[config.mk]
export PLATFORM = sky130hd
export DESIGN_NAME = bufport_top
export DESIGN_NICKNAME = d
export VERILOG_FILES = /design/src/rtl/bufport_pkg.sv /design/src/rtl/bufport_ctrl.sv /design/src/rtl/bufport_mem.sv /design/src/rtl/bufport_flags.sv /design/src/rtl/bufport_top.sv
export SDC_FILE = /design/constraint.sdc
export NUM_CORES = 1
export LEC_CHECK = 0
export BUFFER_PORTS_ARGS = -buffer_cell sky130_fd_sc_hd__buf_2
export CAP_MARGIN = 5
export CORE_MARGIN = 10
export CORE_UTILIZATION = 40
export DETAILED_ROUTE_END_ITERATION = 8
export MAX_ROUTING_LAYER = met4
export PLACE_DENSITY = 0.58
export SLEW_MARGIN = 20
export SYNTH_ARGS = -nofsm -noshare
export SYNTH_HDL_FRONTEND = slang
export SYNTH_SLANG_ARGS = --single-unit
[constraint.sdc]
create_clock -name clk -period 6.65 [get_ports clk]
set_input_delay 1.33 -clock clk [delete_from_list [all_inputs] [get_ports clk]]
set_output_delay 1.33 -clock clk [all_outputs]
set_load 0.1 [all_outputs]
[src/rtl/bufport_pkg.sv]
// Shared command encoding and types for the buffer access port.
// Assumes: two buffers, selected by bit 0 of the opcode field.
package bufport_pkg;

    localparam logic [6:0] OP_ISO = 7'h40;
    localparam logic [6:0] OP_ASY = 7'h41;
    localparam int         WR_BIT = 7;

    typedef enum logic {
        BUF_ISO = 1'b0,
        BUF_ASY = 1'b1
    } buf_sel_t;

    typedef struct packed {
        logic     valid;
        logic     wr;
        buf_sel_t sel;
    } cmd_t;

    // Turn a command byte into valid/direction/buffer fields.
    function automatic cmd_t decode_cmd(input logic [7:0] code);
        cmd_t c;
        c.valid = (code[6:0] == OP_ISO) || (code[6:0] == OP_ASY);
        c.wr    = code[WR_BIT];
        c.sel   = (code[6:0] == OP_ASY) ? BUF_ASY : BUF_ISO;
        return c;
    endfunction

endpackage

[src/rtl/bufport_ctrl.sv]
// Transfer sequencer: holds the active command, the byte pointer and the
// end-of-transfer compare. Produces write strobes with a high-lane enable
// and prefetch requests for the read path.
// Assumes: the count is stable for the duration of a transfer.
module bufport_ctrl
    import bufport_pkg::*;
#(
    parameter int CNT_W = 7
) (
    input  logic             clk,
    input  logic             rst_n,
    input  logic             cmd_we,
    input  cmd_t             cmd,
    input  logic [CNT_W-1:0] cnt,
    input  logic             acc_wr,
    input  logic             acc_rd,
    output logic             active,
    output logic             wr_dir,
    output buf_sel_t         sel,
    output logic [CNT_W-1:0] ptr,
    output logic             mem_we,
    output logic             hi_en,
    output logic             pf_load,
    output buf_sel_t         pf_sel,
    output logic [CNT_W-1:0] pf_addr,
    output logic             eot,
    output buf_sel_t         eot_sel
);

    logic             start;
    logic             take;
    logic             last;
    logic [CNT_W:0]   ptr_ext_nx;
    logic [CNT_W:0]   ptr_ext_hi;

    // Decide whether this cycle starts a transfer or accepts an access.
    always_comb begin
        start      = cmd_we && cmd.valid;
        take       = active && !start && (wr_dir ? acc_wr : acc_rd);
        ptr_ext_nx = {1'b0, ptr} + (CNT_W+1)'(2);
        ptr_ext_hi = {1'b0, ptr} + (CNT_W+1)'(1);
        last       = ptr_ext_nx >= {1'b0, cnt};
        hi_en      = ptr_ext_hi < {1'b0, cnt};
        mem_we     = take && wr_dir;
    end

    // Pick what the read path should fetch next.
    always_comb begin
        pf_load = (start && !cmd.wr) || (take && !wr_dir && !last);
        pf_sel  = start ? cmd.sel : sel;
        pf_addr = start ? '0 : ptr_ext_nx[CNT_W-1:0];
    end

    // Sequencer state: command latch, pointer, end-of-transfer pulse.
    always_ff @(posedge clk) begin
        if (!rst_n) begin
            active  <= 1'b0;
            wr_dir  <= 1'b0;
            sel     <= BUF_ISO;
            ptr     <= '0;
            eot     <= 1'b0;
            eot_sel <= BUF_ISO;
        end else begin
            eot <= 1'b0;
            if (start) begin
                wr_dir  <= cmd.wr;
                sel     <= cmd.sel;
                ptr     <= '0;
                active  <= (cnt != '0);
                eot     <= (cnt == '0);
                eot_sel <= cmd.sel;
            end else if (take) begin
                ptr <= ptr_ext_nx[CNT_W-1:0];
                if (last) begin
                    active  <= 1'b0;
                    eot     <= 1'b1;
                    eot_sel <= sel;
                end
            end
        end
    end

endmodule

[src/rtl/bufport_mem.sv]
// Byte-organised buffer with a 16-bit lane view: the even byte is the low
// lane and the odd byte the high lane. Asynchronous word read.
// Assumes: DEPTH is a power of two, at least 4; addresses are even.
module bufport_mem #(
    parameter int DEPTH = 64,
    localparam int AW   = $clog2(DEPTH)
) (
    input  logic          clk,
    input  logic          we,
    input  logic          hi_en,
    input  logic [AW-1:0] waddr,
    input  logic [15:0]   wdata,
    input  logic [AW-1:0] raddr,
    output logic [15:0]   rdata
);

    logic [7:0] bytes [DEPTH];
    logic [AW-1:0] w_even, w_odd, r_even, r_odd;

    // Form the lane addresses of the addressed byte pair.
    always_comb begin
        w_even = {waddr[AW-1:1], 1'b0};
        w_odd  = {waddr[AW-1:1], 1'b1};
        r_even = {raddr[AW-1:1], 1'b0};
        r_odd  = {raddr[AW-1:1], 1'b1};
        rdata  = {bytes[r_odd], bytes[r_even]};
    end

    // Store the low lane always and the high lane when enabled.
    always_ff @(posedge clk) begin
        if (we) begin
            bytes[w_even] <= wdata[7:0];
            if (hi_en) begin
                bytes[w_odd] <= wdata[15:8];
            end
        end
    end

endmodule

[src/rtl/bufport_flags.sv]
// Sticky done interrupt (write-1-to-clear) and per-buffer completion flags.
// Assumes: eot is a one-cycle pulse; a set beats a same-cycle clear.
module bufport_flags #(
    parameter int ST_W     = 8,
    parameter int DONE_BIT = 2,
    parameter int NBUF     = 2
) (
    input  logic            clk,
    input  logic            rst_n,
    input  logic            eot,
    input  logic            eot_buf,
    input  logic            start,
    input  logic            start_buf,
    input  logic            clr_we,
    input  logic [ST_W-1:0] clr_data,
    output logic [ST_W-1:0] int_status,
    output logic [NBUF-1:0] buf_status
);

    logic done_q;

    // Sticky done flag; set has priority over clear.
    always_ff @(posedge clk) begin
        if (!rst_n) begin
            done_q <= 1'b0;
        end else if (eot) begin
            done_q <= 1'b1;
        end else if (clr_we && clr_data[DONE_BIT]) begin
            done_q <= 1'b0;
        end
    end

    // Place the done flag at its bit; the rest read zero.
    always_comb begin
        int_status = ST_W'(done_q) << DONE_BIT;
    end

    for (genvar g = 0; g < NBUF; g++) begin : g_bst
        logic hit_eot, hit_start;
        // Match the event buffer index against this flag.
        always_comb begin
            hit_eot   = eot   && (eot_buf   == 1'(g));
            hit_start = start && (start_buf == 1'(g));
        end
        // Completion flag per buffer; set beats a new-command clear.
        always_ff @(posedge clk) begin
            if (!rst_n) begin
                buf_status[g] <= 1'b0;
            end else if (hit_eot) begin
                buf_status[g] <= 1'b1;
            end else if (hit_start) begin
                buf_status[g] <= 1'b0;
            end
        end
    end

endmodule

[src/rtl/bufport_top.sv]
// Buffer access port top: command register, transfer-length register,
// two byte buffers, read prefetch register and status flags.
// Assumes: the processor loads the length before issuing the command.
module bufport_top
    import bufport_pkg::*;
#(
    parameter int DEPTH    = 64,
    parameter int ST_W     = 8,
    parameter int DONE_BIT = 2,
    localparam int AW      = $clog2(DEPTH),
    localparam int CNT_W   = AW + 1,
    localparam int NBUF    = 2
) (
    input  logic             clk,
    input  logic             rst_n,
    input  logic             cnt_we,
    input  logic [CNT_W-1:0] cnt_wdata,
    input  logic             cmd_we,
    input  logic [7:0]       cmd_code,
    input  logic             dat_wr,
    input  logic [15:0]      dat_wdata,
    input  logic             dat_rd,
    output logic [15:0]      dat_rdata,
    input  logic             int_clr_we,
    input  logic [ST_W-1:0]  int_clr_data,
    output logic [ST_W-1:0]  int_status,
    output logic             irq,
    output logic [NBUF-1:0]  buf_status,
    output logic             xfer_eot
);

    cmd_t             cmd_dec;
    logic [CNT_W-1:0] cnt_q;
    logic             ctrl_active;
    logic             ctrl_wr_dir;
    buf_sel_t         ctrl_sel;
    logic [CNT_W-1:0] ctrl_ptr;
    logic             mem_we;
    logic             hi_en;
    logic             pf_load;
    buf_sel_t         pf_sel;
    logic [CNT_W-1:0] pf_addr;
    buf_sel_t         eot_sel;
    logic             sel_b;
    logic             pf_sel_b;
    logic [15:0]      rd_word [NBUF];

    // Decode the command byte and flatten enum selects.
    always_comb begin
        cmd_dec  = decode_cmd(cmd_code);
        sel_b    = ctrl_sel;
        pf_sel_b = pf_sel;
    end

    // Transfer-length register.
    always_ff @(posedge clk) begin
        if (!rst_n) begin
            cnt_q <= '0;
        end else if (cnt_we) begin
            cnt_q <= cnt_wdata;
        end
    end

    bufport_ctrl #(.CNT_W(CNT_W)) u_ctrl (
        .clk     (clk),
        .rst_n   (rst_n),
        .cmd_we  (cmd_we),
        .cmd     (cmd_dec),
        .cnt     (cnt_q),
        .acc_wr  (dat_wr),
        .acc_rd  (dat_rd),
        .active  (ctrl_active),
        .wr_dir  (ctrl_wr_dir),
        .sel     (ctrl_sel),
        .ptr     (ctrl_ptr),
        .mem_we  (mem_we),
        .hi_en   (hi_en),
        .pf_load (pf_load),
        .pf_sel  (pf_sel),
        .pf_addr (pf_addr),
        .eot     (xfer_eot),
        .eot_sel (eot_sel)
    );

    for (genvar g = 0; g < NBUF; g++) begin : g_buf
        logic we_g;
        // Steer the write strobe to the selected buffer only.
        always_comb begin
            we_g = mem_we && ((g == 1) ? sel_b : !sel_b);
        end
        bufport_mem #(.DEPTH(DEPTH)) u_mem (
            .clk   (clk),
            .we    (we_g),
            .hi_en (hi_en),
            .waddr (ctrl_ptr[AW-1:0]),
            .wdata (dat_wdata),
            .raddr (pf_addr[AW-1:0]),
            .rdata (rd_word[g])
        );
    end

    // Read prefetch register presented on the data port.
    always_ff @(posedge clk) begin
        if (!rst_n) begin
            dat_rdata <= '0;
        end else if (pf_load) begin
            dat_rdata <= pf_sel_b ? rd_word[1] : rd_word[0];
        end
    end

    bufport_flags #(.ST_W(ST_W), .DONE_BIT(DONE_BIT), .NBUF(NBUF)) u_flags (
        .clk        (clk),
        .rst_n      (rst_n),
        .eot        (xfer_eot),
        .eot_buf    (eot_sel),
        .start      (cmd_we && cmd_dec.valid),
        .start_buf  (cmd_dec.sel),
        .clr_we     (int_clr_we),
        .clr_data   (int_clr_data),
        .int_status (int_status),
        .buf_status (buf_status)
    );

    // Interrupt line follows the done flag.
    always_comb begin
        irq = int_status[DONE_BIT];
    end

endmodule

==> run_results.csv <==
group,metric,value,unit
floorplanning,ios,74,
setup_path,r2r-start,"u_ctrl.ptr[2]",
setup_path,arrival,5340,ps
synthesis,synth_top_flop_cell,"edfxtp_1",
routing,wl_per_cell,28.72,um
power_and_ir_drop,leakagePower,14.89,nW
timing,skew,16.06,ps
timing,setup_viol,0,
cells_and_area,area.growth.synth_to_final,12.71,%
clocking,cts_max_path_buffers,3,
clocking,clk_pin_slew,70,ps
timing,clock.fmax,208.1,MHz
grt,top_usage_layer,"met2",
routing,drt_first_pass_iters,8,
synthesis,synth-seq-area-share,73.48,%
cells_and_area,layout_common_cells,"1,024 x edfxtp_1, 229 x nor2_1, 209 x mux2i_1, 190 x nand2_1, 121 x a21oi_1",
min_path,min_path_cells,2,
synthesis,yosysWarnings,0,
placed_design,gp_congestion,0.8673,
grt,use_met2,30.46,%
grt,grt.overflow.total,0,
routing,vias_per_cell,6.018,
floorplanning,initial_core_util,40.14,%
cells_and_area,nets,2941,
routing,wirelength,125.6,mm
setup_path,cp-startpoint,"u_ctrl.ptr[2]",
grt,grt_pass1_vias,25150,
grt,use_met1,28.55,%
clocking,cts_tree,"built",
setup_path,r2r_cells,10,
setup_path,r2r_slack,1840,ps
setup_path,startpoint_type,"flop",
timing,finalCriticalPeriod,4805,ps
timing,rsz0062_at_grt,"no",
setup_path,worst-setup-path-type,"flop to flop",
cells_and_area,num-fill-cells,9287,
setup_path,end_kind,"flop",
clocking,postCtsHoldBufs,0,
floorplanning,die_area,120600,um^2
grt,grt_usage,20.78,%
cells_and_area,final_common_cell,"edfxtp_1",
synthesis,synth_edf_count,1024,
timing,tns,0,ps
clocking,cts_setup_buffers,0,
floorplanning,core_area,106800,um^2
setup_path,crit_path_max_fanout,17,
power_and_ir_drop,p_total,0.01365,W
timing,drv_slew,0,
clocking,h-tree-depth,3,
grt,grt_start_max_net_pins,85,
grt,grt_pass1_wl,179.7,mm
flow_run,maxCapViolations,0,
min_path,hold_class,"flop to flop",
floorplanning,die_y,347.3,um
clocking,cts.sinks,1061,
status,status,"complete, no violations",
clocking,clockRootBuffer,"clkbuf_16",
floorplanning,die_w,347.3,um
synthesis,syn_inst,2826,
routing,num_vias,26320,
grt,antenna_found_initial,9,
timing,slew_headroom,13.65,%
timing,hold_viol,0,
clocking,cts-buffers-inserted,106,
routing,ant_nets,0,
synthesis,syn_avg_cell_area,15.16,um^2
setup_path,cp-endpoint,"dat_rdata[14]",
synthesis,ys_types,82,
placed_design,hpwlAfterDp,79.42,mm
grt,use_met3,4.450,%
power_and_ir_drop,irDropWorstVdd,0.2197,mV
synthesis,yosys_register_bits,1061,
setup_path,worstPathRequired,7180,ps
placed_design,io_buffer_count,59,
synthesis,syn_area,42850,um^2
timing,period_share,72.26,%
cells_and_area,drive_above_1_share,13.61,%
timing,worst_pin_slew,1292,ps
synthesis,synthArstFlopShare,0,%
power_and_ir_drop,p_per_area,282.7,nW/um^2
routing,drc,0,
routing,drt_iter0_markers,3796,
setup_path,r2r-end,"dat_rdata[14]",
clocking,insertion_delay,700,ps
floorplanning,fp-row-count,120,
clocking,post_cts_resized,0,
==> routing by layer <==
metal,part of all wire (%),vias to the layer above
met5,0,-
met4,3.3,0
met3,9.9,234
met2,44,1417
met1,42,13410
li1,-,11260
==> power by group <==
part / internal [W] / switching (W) / leakage (nW)
Combinational: 0.0000406 / 0.000199 / 3.65
Clock: 0.00354 / 0.00254 / 1.73
Sequential: 0.00732 / 0.00000498 / 9.50
==> through the flow <==
stage	hold slack, ps	setup slack (ps)	utilization [%]	instances	area [um^2]
2_1_floorplan	473.4	2722	-	2832	42880
3_5_place_dp	482.5	1421	41.92	4174	44750
3_3_place_gp	477.0	1367	41.90	4174	44730
6_report	492.0	1845	45.25	4374	48300
5_1_grt	534.2	1716	45.24	4373	48300
4_1_cts	490.6	2010	45.24	4372	48290
==> worst min-delay path by stage <==
| stage | end | slack, ps | start |
|---|---|---|---|
| 3_5_place_dp | u_flags.buf_status[0] | 480 | u_flags.buf_status[0] |
| 5_1_grt | u_flags.buf_status[0] | 530 | u_flags.buf_status[0] |
| 3_3_place_gp | u_flags.buf_status[0] | 480 | u_flags.buf_status[0] |
| 4_1_cts | u_flags.buf_status[0] | 490 | u_flags.buf_status[0] |
| 2_1_floorplan | u_ctrl.eot_sel | 470 | u_ctrl.eot_sel |
| 6_report | u_flags.buf_status[0] | 490 | u_flags.buf_status[0] |
==> kinds of logic (layout without fill, tap and decap cells) <==
kind of cell    after synthesis  count (layout)  synth area share (%)
fa+ha+maj                    16              16                0.4671
other cells                   1               9              0.008751
compound gates              659             659                 10.81
xor+xnor                      8               8                0.1985
mux                         268             268                 6.642
simple gates                586             586                 5.997
buf+inv                     227             364                 2.394
flops                      1061            1061                 73.48
==> Yosys cell counts (8+ instances only) <==
library cell | number | area share [%]
a2111oi_0 | 14 | 0.29
a211oi_1 | 22 | 0.39
a21boi_0 | 12 | 0.21
a21oi_1 | 124 | 1.4
a221o_1 | 16 | 0.37
a221oi_1 | 27 | 0.55
a222oi_1 | 12 | 0.28
a22oi_1 | 17 | 0.30
a2bb2o_1 | 13 | 0.30
a311oi_1 | 19 | 0.39
a31oi_1 | 29 | 0.42
buf_1 | 11 | 0.096
buf_2 | 82 | 0.96
buf_4 | 19 | 0.33
clkbuf_1 | 83 | 0.73
dfxtp_1 | 37 | 1.7
edfxtp_1 | 1024 | 72
ha_1 | 16 | 0.47
inv_1 | 29 | 0.25
mux2_2 | 51 | 1.3
mux2i_1 | 209 | 4.9
mux4_2 | 8 | 0.42
nand2_1 | 191 | 1.7
nand3_1 | 45 | 0.53
nor2_1 | 230 | 2.0
nor3_1 | 36 | 0.42
o211ai_1 | 46 | 0.81
o21a_1 | 17 | 0.30
o21ai_0 | 74 | 0.86
o221ai_1 | 67 | 1.4
o22ai_1 | 98 | 1.4
o31ai_1 | 14 | 0.25
or2_2 | 26 | 0.38
or3_1 | 17 | 0.25
==> area by class of cell <==
| type | count | area (um^2) | share of cell area (%) |
|---|---|---|---|
| antenna | 2 | 5.005 | 0.01036 |
| clock buffer | 137 | 2850 | 5.901 |
| clock inverter | 61 | 698.2 | 1.445 |
| inverter | 32 | 126.4 | 0.2616 |
| multi-input combinational | 1544 | 10480 | 21.69 |
| sequential | 1061 | 31490 | 65.20 |
| tap | 1403 | 1755 | 3.634 |
| timing repair buffer | 134 | 895.9 | 1.855 |
==> state kept, by name, indices dropped and copies added, names as in the netlist <==
| register | flops |
|---|---|
| g_buf.u_mem.bytes | 1024 |
| u_ctrl.eot_sel | 1 |
| u_ctrl.wr_dir | 1 |
| u_ctrl.eot | 1 |
| dat_rdata | 16 |
| u_ctrl.ptr | 6 |
| u_ctrl.sel | 1 |
| u_ctrl.active | 1 |
| u_flags.done_q | 1 |
| u_flags.buf_status | 2 |
| cnt_q | 7 |
==> worst max-delay path: stages, from the launching register on <==
cell and delay (ps):
dfxtp_1 480, ha_1 540, nand3_1 320, xor2_2 330, clkinv_1 410, ha_1 370, or4b_1 550, a2111oi_4 320
buf_4 350, a21o_1 740, a311oi_1 210
No activity file was read; power rests on OpenSTA's default activity.
